$ cat config.mk
export PLATFORM = sky130hd
export DESIGN_NAME = dma_block_engine
export DESIGN_NICKNAME = d
export VERILOG_FILES = /design/src/rtl/dma_blk_pkg.sv /design/src/rtl/dma_boff.sv /design/src/rtl/dma_guard.sv /design/src/rtl/dma_pick.sv /design/src/rtl/dma_block_engine.sv
export SDC_FILE = /design/constraint.sdc
export NUM_CORES = 1
export LEC_CHECK = 0
export ABC_AREA = 1
export BUFFER_PORTS_ARGS = -buffer_cell sky130_fd_sc_hd__buf_2
export CAP_MARGIN = 0
export CORE_MARGIN = 2
export CORE_UTILIZATION = 30
export CTS_CLUSTER_SIZE = 40
export DETAILED_ROUTE_END_ITERATION = 16
export PLACE_DENSITY_LB_ADDON = 0.15
export SYNTH_ARGS = -nofsm -noshare
export SYNTH_HDL_FRONTEND = slang
export SYNTH_SLANG_ARGS = --single-unit
$ cat constraint.sdc
create_clock -name clk -period 3.8 [get_ports clk]
set_input_delay 0.38 -clock clk [delete_from_list [all_inputs] [get_ports clk]]
set_output_delay 0.38 -clock clk [all_outputs]
set_load 0.05 [all_outputs]
$ cat src/rtl/dma_blk_pkg.sv
package dma_blk_pkg;
   typedef struct packed {
      logic        dir;
      logic        fixed;
      logic        rev;
      logic [2:0]  mode;
      logic [7:0]  base;
      logic [7:0]  bank;
      logic [15:0] addr;
      logic [15:0] count;
   } chan_cfg_t;

   localparam int CFG_W = $bits(chan_cfg_t);

   typedef enum logic [2:0] {PH_IDLE, PH_LEAD, PH_RD, PH_WR, PH_TAIL} phase_t;

   typedef struct packed {
      logic        vld;
      logic        to_b;
      logic [23:0] addr;
      logic [7:0]  data;
   } wpipe_t;
endpackage

$ cat src/rtl/dma_boff.sv
module dma_boff (
   input  logic [2:0] mode,
   input  logic [1:0] idx,
   output logic [1:0] off
);
   always_comb begin
      unique case (mode)
         3'd1, 3'd5: off = {1'b0, idx[0]};
         3'd3, 3'd7: off = {1'b0, idx[1]};
         3'd4:       off = idx;
         default:    off = 2'd0;
      endcase
   end
endmodule

$ cat src/rtl/dma_guard.sv
module dma_guard (
   input  logic [23:0] a,
   input  logic [7:0]  b,
   output logic        a_bad,
   output logic        pair_bad
);
   logic low_bank;
   assign low_bank = ~a[22];

   assign a_bad = low_bank &&
                  ((a[15:8] == 8'h21) ||
                   (a[15:9] == 7'h20) ||
                   (a[15:5] == 11'h210) ||
                   (a[15:7] == 9'h086));

   assign pair_bad = (b == 8'h80) &&
                     ((a[23:17] == 7'h3F) || (low_bank && a[15:13] == 3'd0));
endmodule

$ cat src/rtl/dma_pick.sv
module dma_pick #(
   parameter int N  = 8,
   parameter int IW = 3
) (
   input  logic [N-1:0]  req,
   output logic [IW-1:0] idx,
   output logic          any
);
   always_comb begin
      idx = '0;
      for (int i = N - 1; i >= 0; i--) begin
         if (req[i]) idx = IW'(i);
      end
   end
   assign any = |req;
endmodule

$ cat src/rtl/dma_block_engine.sv
module dma_block_engine
   import dma_blk_pkg::*;
#(
   parameter int NCH       = 8,
   parameter int CHW       = (NCH > 1) ? $clog2(NCH) : 1,
   parameter int HALF_CLKS = 4,
   parameter int OVH_CLKS  = 8
) (
   input  logic             clk,
   input  logic             rst_n,
   input  logic             cfg_we,
   input  logic [CHW-1:0]   cfg_ch,
   input  logic [CFG_W-1:0] cfg_wdata,
   output logic [CFG_W-1:0] cfg_rdata,
   input  logic             start,
   input  logic [NCH-1:0]   start_mask,
   output logic             a_rd,
   output logic             a_wr,
   output logic [23:0]      a_addr,
   output logic [7:0]       a_wdata,
   input  logic [7:0]       a_rdata,
   output logic             b_rd,
   output logic             b_wr,
   output logic [7:0]       b_addr,
   output logic [7:0]       b_wdata,
   input  logic [7:0]       b_rdata,
   output logic             busy,
   output logic [NCH-1:0]   ch_done
);
   localparam int LONGEST = (OVH_CLKS > HALF_CLKS) ? OVH_CLKS : HALF_CLKS;
   localparam int TW      = $clog2(LONGEST) + 1;

   if (NCH < 1 || (1 << CHW) < NCH) begin : g_bad_nch
      $error("dma_block_engine: NCH does not fit CHW");
   end
   if (HALF_CLKS < 1 || OVH_CLKS < 1) begin : g_bad_time
      $error("dma_block_engine: phase lengths must be positive");
   end

   chan_cfg_t        regs [NCH];
   logic [NCH-1:0]   en;
   logic [CHW-1:0]   cur;
   phase_t           ph;
   logic [TW-1:0]    tick;
   logic [TW-1:0]    lim_m1;
   logic [1:0]       idx;
   logic [7:0]       mdr;
   wpipe_t           pipe;
   logic             busy_q;

   chan_cfg_t        cc;
   logic [23:0]      cur_a;
   logic [1:0]       off;
   logic [7:0]       b_now;
   logic             a_bad, pair_bad, rd_ok, wr_ok, last;
   logic             rd_fire, wr_fire;
   logic [NCH-1:0]   rest;
   logic [CHW-1:0]   nxt, first;
   logic             more, any_start;

   assign cc    = regs[cur];
   assign cur_a = {cc.bank, cc.addr};
   assign b_now = cc.base + {6'd0, off};
   assign cfg_rdata = regs[cfg_ch];

   dma_boff  u_boff  (.mode(cc.mode), .idx(idx), .off(off));
   dma_guard u_guard (.a(cur_a), .b(b_now), .a_bad(a_bad), .pair_bad(pair_bad));

   always_comb begin
      rest      = en;
      rest[cur] = 1'b0;
   end
   dma_pick #(.N(NCH), .IW(CHW)) u_next  (.req(rest),       .idx(nxt),   .any(more));
   dma_pick #(.N(NCH), .IW(CHW)) u_first (.req(start_mask), .idx(first), .any(any_start));

   assign rd_ok   = cc.dir ? !pair_bad : !a_bad;
   assign wr_ok   = cc.dir ? !a_bad    : !pair_bad;
   assign lim_m1  = (ph == PH_LEAD || ph == PH_TAIL) ? TW'(OVH_CLKS - 1) : TW'(HALF_CLKS - 1);
   assign last    = (tick == lim_m1);
   assign rd_fire = (ph == PH_RD) && last && rd_ok;
   assign wr_fire = (ph == PH_LEAD || ph == PH_WR || ph == PH_TAIL) && last && pipe.vld;

   assign a_rd    = rd_fire && !cc.dir;
   assign b_rd    = rd_fire &&  cc.dir;
   assign a_wr    = wr_fire && !pipe.to_b;
   assign b_wr    = wr_fire &&  pipe.to_b;
   assign a_addr  = a_wr ? pipe.addr : cur_a;
   assign b_addr  = b_wr ? pipe.addr[7:0] : b_now;
   assign a_wdata = pipe.data;
   assign b_wdata = pipe.data;
   assign busy    = busy_q;

   always_comb begin
      ch_done = '0;
      if (ph == PH_TAIL && last) ch_done[cur] = 1'b1;
   end

   always_ff @(posedge clk or negedge rst_n) begin
      if (!rst_n) begin
         for (int i = 0; i < NCH; i++) regs[i] <= '1;
         en     <= '0;
         cur    <= '0;
         ph     <= PH_IDLE;
         tick   <= '0;
         idx    <= '0;
         mdr    <= '0;
         pipe   <= '0;
         busy_q <= 1'b0;
      end else begin
         tick <= (last || ph == PH_IDLE) ? '0 : tick + 1'b1;
         unique case (ph)
            PH_IDLE: begin
               if (cfg_we && int'(cfg_ch) < NCH) regs[cfg_ch] <= chan_cfg_t'(cfg_wdata);
               if (start && any_start) begin
                  en     <= start_mask;
                  cur    <= first;
                  ph     <= PH_LEAD;
                  busy_q <= 1'b1;
               end
            end
            PH_LEAD: if (last) begin
               pipe.vld <= 1'b0;
               idx      <= '0;
               ph       <= PH_RD;
            end
            PH_RD: if (last) begin
               mdr <= rd_ok ? (cc.dir ? b_rdata : a_rdata) : 8'h00;
               ph  <= PH_WR;
            end
            PH_WR: if (last) begin
               pipe.vld  <= wr_ok;
               pipe.to_b <= !cc.dir;
               pipe.addr <= cc.dir ? cur_a : {16'h0000, b_now};
               pipe.data <= mdr;
               if (!cc.fixed) regs[cur].addr <= cc.rev ? cc.addr - 16'd1 : cc.addr + 16'd1;
               regs[cur].count <= cc.count - 16'd1;
               idx <= idx + 2'd1;
               ph  <= (cc.count == 16'd1) ? PH_TAIL : PH_RD;
            end
            PH_TAIL: if (last) begin
               pipe.vld <= 1'b0;
               en[cur]  <= 1'b0;
               idx      <= '0;
               if (more) begin
                  cur <= nxt;
                  ph  <= PH_RD;
               end else begin
                  ph     <= PH_IDLE;
                  busy_q <= 1'b0;
               end
            end
            default: ph <= PH_IDLE;
         endcase
      end
   end


   strobe_excl_chk: assert property (@(posedge clk) disable iff (!rst_n)
      $onehot0({a_rd, a_wr, b_rd, b_wr}));


   idle_quiet_chk: assert property (@(posedge clk) disable iff (!rst_n)
      !busy |-> !(a_rd || a_wr || b_rd || b_wr || (|ch_done)));


   done_clears_en_chk: assert property (@(posedge clk) disable iff (!rst_n)
      (|ch_done) |=> ((en & $past(ch_done)) == '0));


   busy_end_chk: assert property (@(posedge clk) disable iff (!rst_n)
      $fell(busy) |-> $past(|ch_done));


   window_write_chk: assert property (@(posedge clk) disable iff (!rst_n)
      (a_wr && !a_addr[22]) |-> (a_addr[15:8] != 8'h21 && a_addr[15:7] != 9'h086));
endmodule

==> run_summary.xml <==
<?xml version="1.0" encoding="UTF-8"?>
<metrics>
  <group name="pwr">
    <metric name="netSwitchingPower" unit="uW">3510</metric>
    <metric name="power.total" unit="uW">13200</metric>
    <metric name="seq_power_share" unit="%">40.3</metric>
    <metric name="cell_internal_power" unit="uW">9670</metric>
    <metric name="power-per-cell-area" unit="nW/um2">352</metric>
    <metric name="share_clk_of_total_power" unit="%">52.0</metric>
    <metric name="power.leakage" unit="uW">0.0174</metric>
    <metric name="p_comb_share" unit="%">7.7</metric>
    <metric name="vdd_drop_max" unit="mV">0.314</metric>
    <metric name="p_sw_share" unit="%">26.6</metric>
  </group>
  <group name="detailed_routing">
    <metric name="antenna_violating_nets_post_route" unit="">0</metric>
    <metric name="detailedRoute.firstPassIterationCount" unit="">6</metric>
    <metric name="finalWirelength" unit="mm">148</metric>
    <metric name="detailroute.via_count" unit="">31900</metric>
    <metric name="drt_first_iter_violations" unit="">3289</metric>
    <metric name="via_cell_ratio" unit="">5.40</metric>
    <metric name="wl_cell" unit="um">25.1</metric>
    <metric name="drc_errors" unit="">0</metric>
  </group>
  <group name="timing">
    <metric name="setup-violations-final" unit="">17</metric>
    <metric name="fin_ws" unit="ps">-397</metric>
    <metric name="timing_max_transition_violations_final" unit="">0</metric>
    <metric name="timing.final.crit_share" unit="%">110</metric>
    <metric name="final.setup_skew" unit="ps">29.1</metric>
    <metric name="rsz0062_at_grt" unit="">true</metric>
    <metric name="tightestPinTransition" unit="ps">1170</metric>
    <metric name="relSlewSlack" unit="%">21.6</metric>
    <metric name="fmax_achieved" unit="MHz">238</metric>
    <metric name="final_hold_viol_count" unit="">0</metric>
    <metric name="layout_min_cycle_time" unit="ps">4200</metric>
  </group>
  <group name="floorplan">
    <metric name="die_height" unit="um">324</metric>
    <metric name="design.die.area" unit="um2">105000</metric>
    <metric name="ioPinCount" unit="">200</metric>
    <metric name="die-width" unit="um">324</metric>
    <metric name="coreArea" unit="um2">102000</metric>
    <metric name="initial_core_util" unit="%">30.2</metric>
    <metric name="rows" unit="">117</metric>
  </group>
  <group name="yosys">
    <metric name="synth_area" unit="um2">30700</metric>
    <metric name="count_of_flip_flops_with_a_built_in_enable_after_synthesis" unit="">0</metric>
    <metric name="post_synthesis_async_set_or_reset_flop_share" unit="%">100</metric>
    <metric name="warning_count_from_the_yosys_run" unit="">0</metric>
    <metric name="synth_top_area_cell" unit="">sky130_fd_sc_hd__dfstp_2</metric>
    <metric name="synth.top_cells.by_count" unit="">sky130_fd_sc_hd__nand2_1, sky130_fd_sc_hd__dfstp_2, sky130_fd_sc_hd__inv_1</metric>
    <metric name="synthTopCellsByArea" unit="">sky130_fd_sc_hd__dfstp_2, sky130_fd_sc_hd__nand2_1, sky130_fd_sc_hd__o21ai_0, sky130_fd_sc_hd__dfrtp_1, sky130_fd_sc_hd__a21oi_1</metric>
    <metric name="postSynth.topFlopCell" unit="">sky130_fd_sc_hd__dfstp_2</metric>
    <metric name="syn-mean-instance-area" unit="um2">7.35</metric>
    <metric name="post_synthesis_instance_total" unit="">4173</metric>
    <metric name="most_frequent_cell_after_synthesis" unit="">sky130_fd_sc_hd__nand2_1</metric>
    <metric name="syn-num-nets" unit="">4279</metric>
    <metric name="synth_top_area_share" unit="%">37.0</metric>
    <metric name="yosysSeqAreaShare" unit="%">42.2</metric>
    <metric name="ys_ff_latch" unit="">495</metric>
    <metric name="yosys.cell_types.count" unit="">64</metric>
  </group>
  <group name="cts">
    <metric name="tritoncts" unit="">yes</metric>
    <metric name="numCtsBuffers" unit="">66</metric>
    <metric name="worstSkewPairLatency" unit="ps">640</metric>
    <metric name="cts_max_path_buffers" unit="">3</metric>
    <metric name="root_buffer" unit="">sky130_fd_sc_hd__clkbuf_16</metric>
    <metric name="clkSinkCount" unit="">495</metric>
    <metric name="htree_num_levels" unit="">3</metric>
    <metric name="clk_pin_slew" unit="ps">60</metric>
  </group>
  <group name="setup_path">
    <metric name="reg2reg_slack" unit="ps">-350</metric>
    <metric name="cp_max_fo" unit="">3</metric>
    <metric name="critPathKind" unit="">reg2out</metric>
    <metric name="required_time_worst_endpoint" unit="ps">3420</metric>
    <metric name="setup.worst_path.start_class" unit="">register</metric>
    <metric name="worstPathArrival" unit="ps">3820</metric>
    <metric name="worst_setup_path_end_kind" unit="">output pin</metric>
  </group>
  <group name="finish">
    <metric name="layout.core_utilization" unit="%">36.9</metric>
    <metric name="area_added_between_synthesis_and_finish" unit="%">22.3</metric>
    <metric name="drive_above_1_share" unit="%">27.2</metric>
    <metric name="layout.nets" unit="">4594</metric>
    <metric name="num-fill-cells" unit="">10900</metric>
  </group>
  <group name="placement">
    <metric name="hpwlAfterDp" unit="mm">96.3</metric>
    <metric name="gp_congestion" unit="">0.872</metric>
    <metric name="io_buffer_count" unit="">199</metric>
  </group>
  <group name="grt">
    <metric name="number_of_global_route_vias_before_repair" unit="">30700</metric>
    <metric name="grt_antenna_before_repair" unit="">7</metric>
    <metric name="grt_util_all_layers" unit="%">28.1</metric>
    <metric name="gr-total-overflow" unit="">0</metric>
    <metric name="grt_first_pass_wirelength" unit="mm">216</metric>
    <metric name="grt_start_max_net_pins" unit="">94</metric>
  </group>
  <group name="hold_path">
    <metric name="timing.hold.worst.class" unit="">in2reg</metric>
  </group>
  <group name="outcome">
    <metric name="run_status" unit="">finished with violations</metric>
    <metric name="violations" unit="">negative setup slack</metric>
  </group>
  <group name="flow_run">
    <metric name="max-cap-violations" unit="">0</metric>
  </group>
</metrics>
final cells by class:
type	instances	area, um2	share of cell area, %
antenna	4	10.0	0.0267
clock buffer	95	1930	5.15
sequential	495	12900	34.5
clock inverter	25	394	1.05
multi-input combinational	2974	15100	40.4
inverter	447	1700	4.54
timing repair buffer	504	3670	9.80
tap	1368	1710	4.56
worst paths after layout:
kind | end | cells after the start | start
worst min-delay path | regs[412]$_DFFE_PN1P_ | 3 | cfg_wdata[34]
worst max register to register | pipe[33]$_DFFE_PN0P_ | 30 | cur[1]$_DFFE_PN0P_
worst min register to register | regs[246]$_DFFE_PN1P_ | 2 | regs[246]$_DFFE_PN1P_
max in group asynchronous | regs[161]$_DFFE_PN1P_ | 3 | rst_n
min in group asynchronous | a_wdata[4]$_DFFE_PN0P_ | 2 | rst_n
worst max-delay path | b_rd | 21 | cur[1]$_DFFE_PN0P_
power groups by stage:
stage,Combinational (uW),Sequential (uW),Clock [uW]
floorplan,493,5390,0
global placement,1010,5390,0
detailed placement,1000,5390,0
CTS,1020,5310,6980
global route,1060,5310,7170
finish,1020,5310,6860
per-stage QoR:
step | hold WS (ps) | TNS [ps] | cells | worst slack, ps | cell area, um2
final | 25.9 | -4550 | 5912 | -397 | 37500
after global routing | 32.5 | -19790 | 5909 | -644 | 37500
after CTS | 0.882 | -5830 | 5903 | -502 | 37300
after detailed placement | 467 | -82.9 | 5743 | -82.9 | 34400
after global placement | 451 | -10.4 | 5743 | -10.4 | 34400
after floorplan | 84.4 | 0 | 4173 | 25.6 | 30700
kinds of logic (layout without fill, tap and decap cells):
family                     Yosys count  count (layout)  synth area share (%)
buffers and inverters              704            1071                  9.58
adders and majority gates           21              21                 0.906
DFF                                495             495                  42.2
AOI/OAI and AO/OA                 1196            1196                  23.6
and+or+nand+nor                   1741            1741                  23.2
other                                0               4                     0
xor gates and xnor gates            16              16                 0.530
flip-flops by register name (all words and copies together) (netlist names):
register / count
regs: 432
ph: 3
pipe: 26
mdr: 8
idx: 2
tick: 4
busy: 1
cur: 3
en: 8
a_wdata: 8
per-layer routing:
layer | global-route usage [%] | wire length (um) | vias up
met5 | 0 | 55 | -
met4 | 10.5 | 5860 | 8
met3 | 4.95 | 12400 | 317
met2 | 44.3 | 66500 | 1490
met1 | 38.2 | 63600 | 15500
li1 | - | - | 14600
cells in the final DEF, fill, tap and decap left out, types with 34 or more instances in the layout:
cell,netlist,routed
sky130_fd_sc_hd__dfrtp_1,63,60
sky130_fd_sc_hd__nand3_1,147,134
sky130_fd_sc_hd__a21boi_1,48,48
sky130_fd_sc_hd__buf_2,55,188
sky130_fd_sc_hd__a22oi_1,107,107
sky130_fd_sc_hd__clkbuf_16,0,67
sky130_fd_sc_hd__o21ai_1,34,34
sky130_fd_sc_hd__dfstp_2,432,432
sky130_fd_sc_hd__buf_4,39,263
sky130_fd_sc_hd__a221oi_1,59,55
sky130_fd_sc_hd__o2111ai_1,38,38
sky130_fd_sc_hd__nor2_1,216,202
sky130_fd_sc_hd__o21ai_0,374,367
sky130_fd_sc_hd__a21oi_1,308,307
sky130_fd_sc_hd__o22ai_1,153,149
sky130_fd_sc_hd__inv_1,390,384
sky130_fd_sc_hd__inv_2,46,49
sky130_fd_sc_hd__nand2_1,1280,1268
timing repair:
item	4_1_cts	5_1_grt
hold buffers	10	0
endpoints found under the setup margin	9	111
cloned	0	0
hold endpoints to repair	38	0
setup buffers	32	6
gates resized for setup	72	41
pin swaps	29	26
worst max-delay path: stages (launching register included):
cell and delay (ps):
sky130_fd_sc_hd__dfrtp_4 520, sky130_fd_sc_hd__nand2_4 90, sky130_fd_sc_hd__buf_6 100, sky130_fd_sc_hd__nor2_4 40
sky130_fd_sc_hd__buf_6 120, sky130_fd_sc_hd__a221oi_2 210, sky130_fd_sc_hd__nand2_1 140, sky130_fd_sc_hd__nor2_2 140
sky130_fd_sc_hd__a21oi_1 50, sky130_fd_sc_hd__nor2_1 110, sky130_fd_sc_hd__ha_2 220, sky130_fd_sc_hd__inv_2 40
sky130_fd_sc_hd__fa_2 530, sky130_fd_sc_hd__nand2_1 50, sky130_fd_sc_hd__nand3b_1 160, sky130_fd_sc_hd__nor2_2 110
sky130_fd_sc_hd__nand2_1 70, sky130_fd_sc_hd__nor2_2 120, sky130_fd_sc_hd__nand3_2 100, sky130_fd_sc_hd__nand3_2 80
sky130_fd_sc_hd__inv_2 40, sky130_fd_sc_hd__buf_8 140
(Power assumes the default switching activity.)
